### config.mk
export PLATFORM = sky130hd
export DESIGN_NAME = page_xlat_buf
export DESIGN_NICKNAME = d
export VERILOG_FILES = /design/src/rtl/pxb_pkg.sv /design/src/rtl/pxb_match.sv /design/src/rtl/pxb_rights.sv /design/src/rtl/pxb_victim.sv /design/src/rtl/page_xlat_buf.sv
export SDC_FILE = /design/constraint.sdc
export NUM_CORES = 2
export LEC_CHECK = 0
export ABC_AREA = 0
export BUFFER_PORTS_ARGS = -buffer_cell sky130_fd_sc_hd__buf_4
export CAP_MARGIN = 20
export CORE_MARGIN = 2
export CORE_UTILIZATION = 40
export CTS_CLUSTER_SIZE = 8
export DETAILED_ROUTE_END_ITERATION = 7
export GPL_TIMING_DRIVEN = 0
export HOLD_SLACK_MARGIN = 0.12
export PLACE_DENSITY = 0.56
export SLEW_MARGIN = 20
export SYNTH_ARGS = -nofsm -noshare
export SYNTH_HDL_FRONTEND = slang
export SYNTH_SLANG_ARGS = --single-unit
export TNS_END_PERCENT = 50
### constraint.sdc
create_clock -name clk -period 7.4 [get_ports clk]
set_input_delay 1.11 -clock clk [delete_from_list [all_inputs] [get_ports clk]]
set_output_delay 1.11 -clock clk [all_outputs]
set_load 0.005 [all_outputs]
### src/rtl/pxb_pkg.sv
package pxb_pkg;

    typedef enum logic [1:0] {
        ACC_READ  = 2'd0,
        ACC_WRITE = 2'd1,
        ACC_FETCH = 2'd2
    } acc_kind_e;

    typedef enum logic [1:0] {
        PERM_RO = 2'd0,
        PERM_RW = 2'd1,
        PERM_XO = 2'd2
    } perm_e;

endpackage

### src/rtl/pxb_match.sv
module pxb_match #(
    parameter int ENTRIES = 32,
    parameter int VPN_W   = 20,
    localparam int IDX_W  = $clog2(ENTRIES)
) (
    input  logic [ENTRIES-1:0][VPN_W-1:0] tags,
    input  logic [ENTRIES-1:0]            occ,
    input  logic [VPN_W-1:0]              vpn,
    output logic                          any,
    output logic [IDX_W-1:0]              idx
);
    logic [ENTRIES-1:0] eq;

    for (genvar i = 0; i < ENTRIES; i++) begin : g_cmp
        assign eq[i] = occ[i] && (tags[i] == vpn);
    end

    always_comb begin
        idx = '0;
        for (int i = 0; i < ENTRIES; i++) begin
            if (eq[i]) idx = IDX_W'(i);
        end
    end

    assign any = |eq;
endmodule

### src/rtl/pxb_rights.sv
module pxb_rights
    import pxb_pkg::*;
(
    input  logic [1:0] kind,
    input  logic [1:0] rights,
    output logic       allow
);
    always_comb begin
        unique case (perm_e'(rights))
            PERM_RO: allow = (acc_kind_e'(kind) == ACC_READ);
            PERM_RW: allow = (acc_kind_e'(kind) == ACC_READ) || (acc_kind_e'(kind) == ACC_WRITE);
            PERM_XO: allow = (acc_kind_e'(kind) == ACC_FETCH);
            default: allow = 1'b0;
        endcase
    end
endmodule

### src/rtl/pxb_victim.sv
module pxb_victim #(
    parameter int ENTRIES = 32,
    localparam int IDX_W  = $clog2(ENTRIES)
) (
    input  logic             clk,
    input  logic             rst_n,
    input  logic             advance,
    output logic [IDX_W-1:0] ptr
);
    logic [IDX_W-1:0] ptr_d, ptr_q;

    always_comb begin
        ptr_d = ptr_q;
        if (advance) begin
            ptr_d = (ptr_q == IDX_W'(ENTRIES - 1)) ? '0 : ptr_q + 1'b1;
        end
    end

    always_ff @(posedge clk) begin
        if (!rst_n) ptr_q <= '0;
        else        ptr_q <= ptr_d;
    end

    assign ptr = ptr_q;
endmodule

### src/rtl/page_xlat_buf.sv
module page_xlat_buf
    import pxb_pkg::*;
#(
    parameter int VA_W      = 32,
    parameter int PA_W      = 32,
    parameter int PAGE_BITS = 12,
    parameter int ENTRIES   = 32,
    localparam int VPN_W    = VA_W - PAGE_BITS,
    localparam int PFN_W    = PA_W - PAGE_BITS,
    localparam int IDX_W    = $clog2(ENTRIES)
) (
    input  logic             clk,
    input  logic             rst_n,
    input  logic             req_valid,
    input  logic [VA_W-1:0]  req_vaddr,
    input  logic [1:0]       req_kind,
    input  logic             fill_valid,
    input  logic [VPN_W-1:0] fill_vpn,
    input  logic [PFN_W-1:0] fill_pfn,
    input  logic [1:0]       fill_rights,
    input  logic             fill_present,
    input  logic             flush,
    output logic             rsp_hit,
    output logic             rsp_miss,
    output logic             rsp_page_fault,
    output logic             rsp_prot_fault,
    output logic [PA_W-1:0]  rsp_paddr,
    output logic             rsp_dirty,
    output logic             rsp_ref
);
    typedef struct packed {
        logic             occ;
        logic             present;
        logic             dirty;
        logic             refd;
        logic [1:0]       rights;
        logic [VPN_W-1:0] vpn;
        logic [PFN_W-1:0] pfn;
    } slot_t;

    typedef struct packed {
        slot_t [ENTRIES-1:0] slot;
    } state_t;

    state_t state_d, state_q;

    logic [ENTRIES-1:0][VPN_W-1:0] tags;
    logic [ENTRIES-1:0]            occ;
    logic                          match_any;
    logic [IDX_W-1:0]              match_idx;
    logic                          allow;
    logic [IDX_W-1:0]              victim;
    slot_t                         sel;

    for (genvar i = 0; i < ENTRIES; i++) begin : g_tag
        assign tags[i] = state_q.slot[i].vpn;
        assign occ[i]  = state_q.slot[i].occ;
    end

    pxb_match #(.ENTRIES(ENTRIES), .VPN_W(VPN_W)) u_match (
        .tags (tags),
        .occ  (occ),
        .vpn  (req_vaddr[VA_W-1:PAGE_BITS]),
        .any  (match_any),
        .idx  (match_idx)
    );

    assign sel = state_q.slot[match_idx];

    pxb_rights u_rights (
        .kind   (req_kind),
        .rights (sel.rights),
        .allow  (allow)
    );

    pxb_victim #(.ENTRIES(ENTRIES)) u_victim (
        .clk     (clk),
        .rst_n   (rst_n),
        .advance (fill_valid && !flush),
        .ptr     (victim)
    );

    // Outcome decode: page fault outranks protection, protection outranks hit
    always_comb begin
        rsp_miss       = req_valid && !match_any;
        rsp_page_fault = req_valid && match_any && !sel.present;
        rsp_prot_fault = req_valid && match_any && sel.present && !allow;
        rsp_hit        = req_valid && match_any && sel.present && allow;
        rsp_paddr      = rsp_hit ? {sel.pfn, req_vaddr[PAGE_BITS-1:0]} : '0;
        rsp_dirty      = rsp_hit && sel.dirty;
        rsp_ref        = rsp_hit && sel.refd;
    end

    // Next state: flag update, then fill, then flush (later steps win)
    always_comb begin
        state_d = state_q;
        if (rsp_hit) begin
            state_d.slot[match_idx].refd = 1'b1;
            if (acc_kind_e'(req_kind) == ACC_WRITE) begin
                state_d.slot[match_idx].dirty = 1'b1;
            end
        end
        if (fill_valid) begin
            state_d.slot[victim].occ     = 1'b1;
            state_d.slot[victim].present = fill_present;
            state_d.slot[victim].dirty   = 1'b0;
            state_d.slot[victim].refd    = 1'b0;
            state_d.slot[victim].rights  = fill_rights;
            state_d.slot[victim].vpn     = fill_vpn;
            state_d.slot[victim].pfn     = fill_pfn;
        end
        if (flush) begin
            for (int i = 0; i < ENTRIES; i++) begin
                state_d.slot[i].occ = 1'b0;
            end
        end
    end

    always_ff @(posedge clk) begin
        if (!rst_n) state_q <= '0;
        else        state_q <= state_d;
    end
endmodule

==> results.yml <==
status:
  outcome: "complete, but fails checks"
  failed_checks: "negative setup slack"
floorplan:
  dieArea_um2: 185100
  die_w_um: 430.2
  core_um2: 180500
  row_count: 156
  dieHeight_um: 430.2
  io_pins: 120
  initial_core_util_pct: 40.24
power:
  total_leakage_power_uw: 0.02942
  ir_drop_uv: 169.8
  p_int_uw: 13360
  swShare_pct: 26.88
  power_switching_uw: 4913
  p_total_uw: 18280
  p_per_area_nw_per_um2: 210.0
  pwr-share-comb_pct: 8.6
  clkPwrFrac_pct: 47.6
  seq_power_share_pct: 43.8
synthesis:
  synth-main-ff-cell: "dfxtp_1"
  ys_types: 87
  syn_inst: 8957
  synth_top_area_share_pct: 40.70
  synth_edf_count: 0
  synthesis.nets: 9044
  synth_top_family_by_area: "simple AND/OR/NAND/NOR gates"
  async_flop_share_pct: 0
  syn-cell-area_um2: 72650
  avgSynthCellArea_um2: 8.111
  ys_ff_latch: 1477
  synth-simple-area-share_pct: 23.27
  synthAdderAreaFrac_pct: 0.08611
  synth_xor_area_share_pct: 7.695
  synth-seq-area-share_pct: 40.70
  yosys.area.top_type: "dfxtp_1"
  synth.area.top_cells: "dfxtp_1 (41%), nand2_1 (15%), a21boi_0 (14%), xnor2_1 (5.9%), clkbuf_1 (3.4%)"
  synth_mux_area_share_pct: 3.761
  yosys_warnings: 0
  synth_compound_area_share_pct: 19.67
finish:
  final_common_cell: "nand2_1"
  drive_gt1_share_pct: 11.27
  area_growth_pct: 19.80
  final_cell_mix: "nand2_1 (2856), dfxtp_1 (1477), a21boi_0 (1381)"
  design_area_um2: 87040
  nets: 9571
  final_util_pct: 48.21
worst_setup_path:
  cp-start-kind: "input port"
  crit_start: "req_vaddr[12]"
  reg2regPathDepth: 19
  crit_end: "rsp_dirty"
  critPathMaxStageDelay_ns: 0.68
  r2r_slack_ns: 1.48
  cp_common_cell: "buf_4"
  worstPathCellList: "buf_12, buf_16, buf_4, xnor2_1, and4_1, nand4_1, a2111oi_1, o311ai_1, a211oi_4, o21ai_1, a21oi_4, nor2_1, a222oi_1, nand3_2, buf_4, nor3_4, o21ai_4, buf_12, nor4_4, buf_4"
  worstPathRequired_ns: 6.29
  worstReg2RegStart: "state_q[624]"
  r2r-end: "state_q[1054]"
  slowest_stage: "a2111oi_1"
  path_class: "in -> out"
  path_delay_family: "compound AO/OA/AOI/OAI gates"
  worstSetupEndpointType: "output port"
  crit_fanout: 6
  cp.depth: 20
  worstPathArrival_ns: 6.57
  crit_buf_inv: 6
drt:
  drcViolationCount: 0
  avgViaCountPerCell: 6.041
  antenna_left: 0
  wirelength_mm: 406.6
  drt-initial-drc-count: 9124
  wire_per_inst_um: 34.19
  vias: 71840
  first_pass_iters: 6
placement:
  pre_cts_slack_ns: -3.136
  place_area_um2: 76740
  gp_congestion: 1.070
  hpwl_mm: 300.4
  portBuffers: 97
sta:
  setup_viol: 22
  tightest_slew_ns: 1.383
  slew_violations: 0
  skew_ns: 0.05615
  relSlewSlack_pct: 7.067
  setup_tns_ns: -2.681
  fin_crit_ns: 7.676
  layout_setup_ws_ns: -0.2763
  rsz0062_at_grt: "yes"
  hold_viol_final: 0
  fmax_mhz: 130.3
  finalCritPeriodShare_pct: 103.7
clock_network:
  clock_path_buffers: 3
  cts.clk_slew.worst_paths_ns: 0.05
  cts_buffers: 203
  htreeDepth: 4
  clk_latency_ns: 0.90
  cts-root-buf: "clkbuf_16"
  cts_tree: "done"
  clock_sinks: 1477
global_routing:
  grt_max_degree: 17
  met1_usage_pct: 54.15
  grt_util_met3_pct: 9.299
  grt_pass1_vias: 65970
  grt_pass1_wl_mm: 546.1
  grt_util_met2_pct: 62.26
  antenna_found_initial: 42
  grt.busiest_layer: "met2"
  gr-total-overflow: 0
  grt_use_total_pct: 42.50
worst_hold_path:
  hp-class: "reg -> reg"
job:
  maxCapViolations: 0
flip-flops by register name (all words and copies together), names as in the netlist:
register and flops:
occ 32, u_victim.ptr 5, state_q 1440
what timing repair did:
| action | 4_1_cts | 5_1_grt |
|---|---|---|
| gates cloned | 5 | 2 |
| hold buffers | 0 | 0 |
| pin swaps | 65 | 32 |
| setup endpoints to repair | 40 | 31 |
| gates resized for setup | 527 | 114 |
| setup buffers | 145 | 54 |
power by group through the flow:
stage	registers [uW]	logic, uW	clock network (uW)
detailed placement	8170	1340	0
global placement	8170	1340	0
floorplan	8160	663	0
global route	8000	1570	9000
finish	8000	1570	8700
CTS	8000	1480	8680
tightest hold or removal path: cells and delay by family, from the launching register on:
| family | cells | cell delay, ns |
|---|---|---|
| flops | 1 | 0.30 |
| compound gates | 1 | 0.06 |
| simple gates | 1 | 0.04 |
cell usage after synthesis (43+ instances only):
master and instances:
a21boi_0 1382, a211oi_1 156, buf_6 43, nand3_1 95
mux2i_1 233, xor2_1 140, o22ai_1 51, buf_2 62
clkbuf_1 653, xnor2_1 489, nand2_1 2860, a21oi_1 176
nand4_1 211, dfxtp_1 1477, nor2_1 112, and2_1 166
nor4_1 93, and3_1 65
routing by layer:
metal / wire (um) / vias up / share of wire (%)
li1: - / 31110 / -
met2: 168500 / 4296 / 41
met4: 37840 / 6 / 9.3
met3: 40110 / 1165 / 9.9
met1: 160100 / 35270 / 39
met5: 36 / - / 0.0089
cell type report:
type / count / area, um2
antenna: 18 / 45.04
buffer: 785 / 4852
clock buffer: 212 / 5166
clock inverter: 14 / 264.0
fill: 17860 / 93510
inverter: 14 / 52.55
multi-input combinational: 6679 / 41040
sequential: 1477 / 29570
tap: 2370 / 2965
timing repair buffer: 324 / 3080
worst min-delay path by stage:
| stage | startpoint | slack [ns] | depth (start not counted) | end |
|---|---|---|---|---|
| after detailed placement | state_q[929] | 0.45 | 2 | state_q[929] |
| after global placement | state_q[387] | 0.45 | 2 | state_q[387] |
| after global routing | state_q[921] | 0.48 | 2 | state_q[921] |
| after CTS | state_q[929] | 0.46 | 2 | state_q[929] |
| after floorplan | state_q[0] | 0.44 | 2 | state_q[0] |
| final | state_q[929] | 0.46 | 2 | state_q[929] |
metrics by stage:
| stage | instances | hold WS [ns] |
|---|---|---|
| 5_1_grt | 11880 | 0.4752 |
| 3_3_place_gp | 11420 | 0.4468 |
| 4_1_cts | 11820 | 0.4600 |
| 3_5_place_dp | 11440 | 0.4534 |
| 2_1_floorplan | 8957 | 0.4388 |
| 6_report | 11890 | 0.4578 |
cell families (layout without fill, tap and decap cells):
kind of cell / count (synthesis) / in the layout
AND/OR/NAND/NOR: 3827 / 3827
flip-flops: 1477 / 1477
AO/OA/AOI/OAI: 1945 / 1945
adder cells (fa/ha/maj): 5 / 5
multiplexers: 268 / 268
buffers and inverters: 801 / 1349
other: 0 / 18
XOR/XNOR: 634 / 634
(Power assumes the default switching activity.)
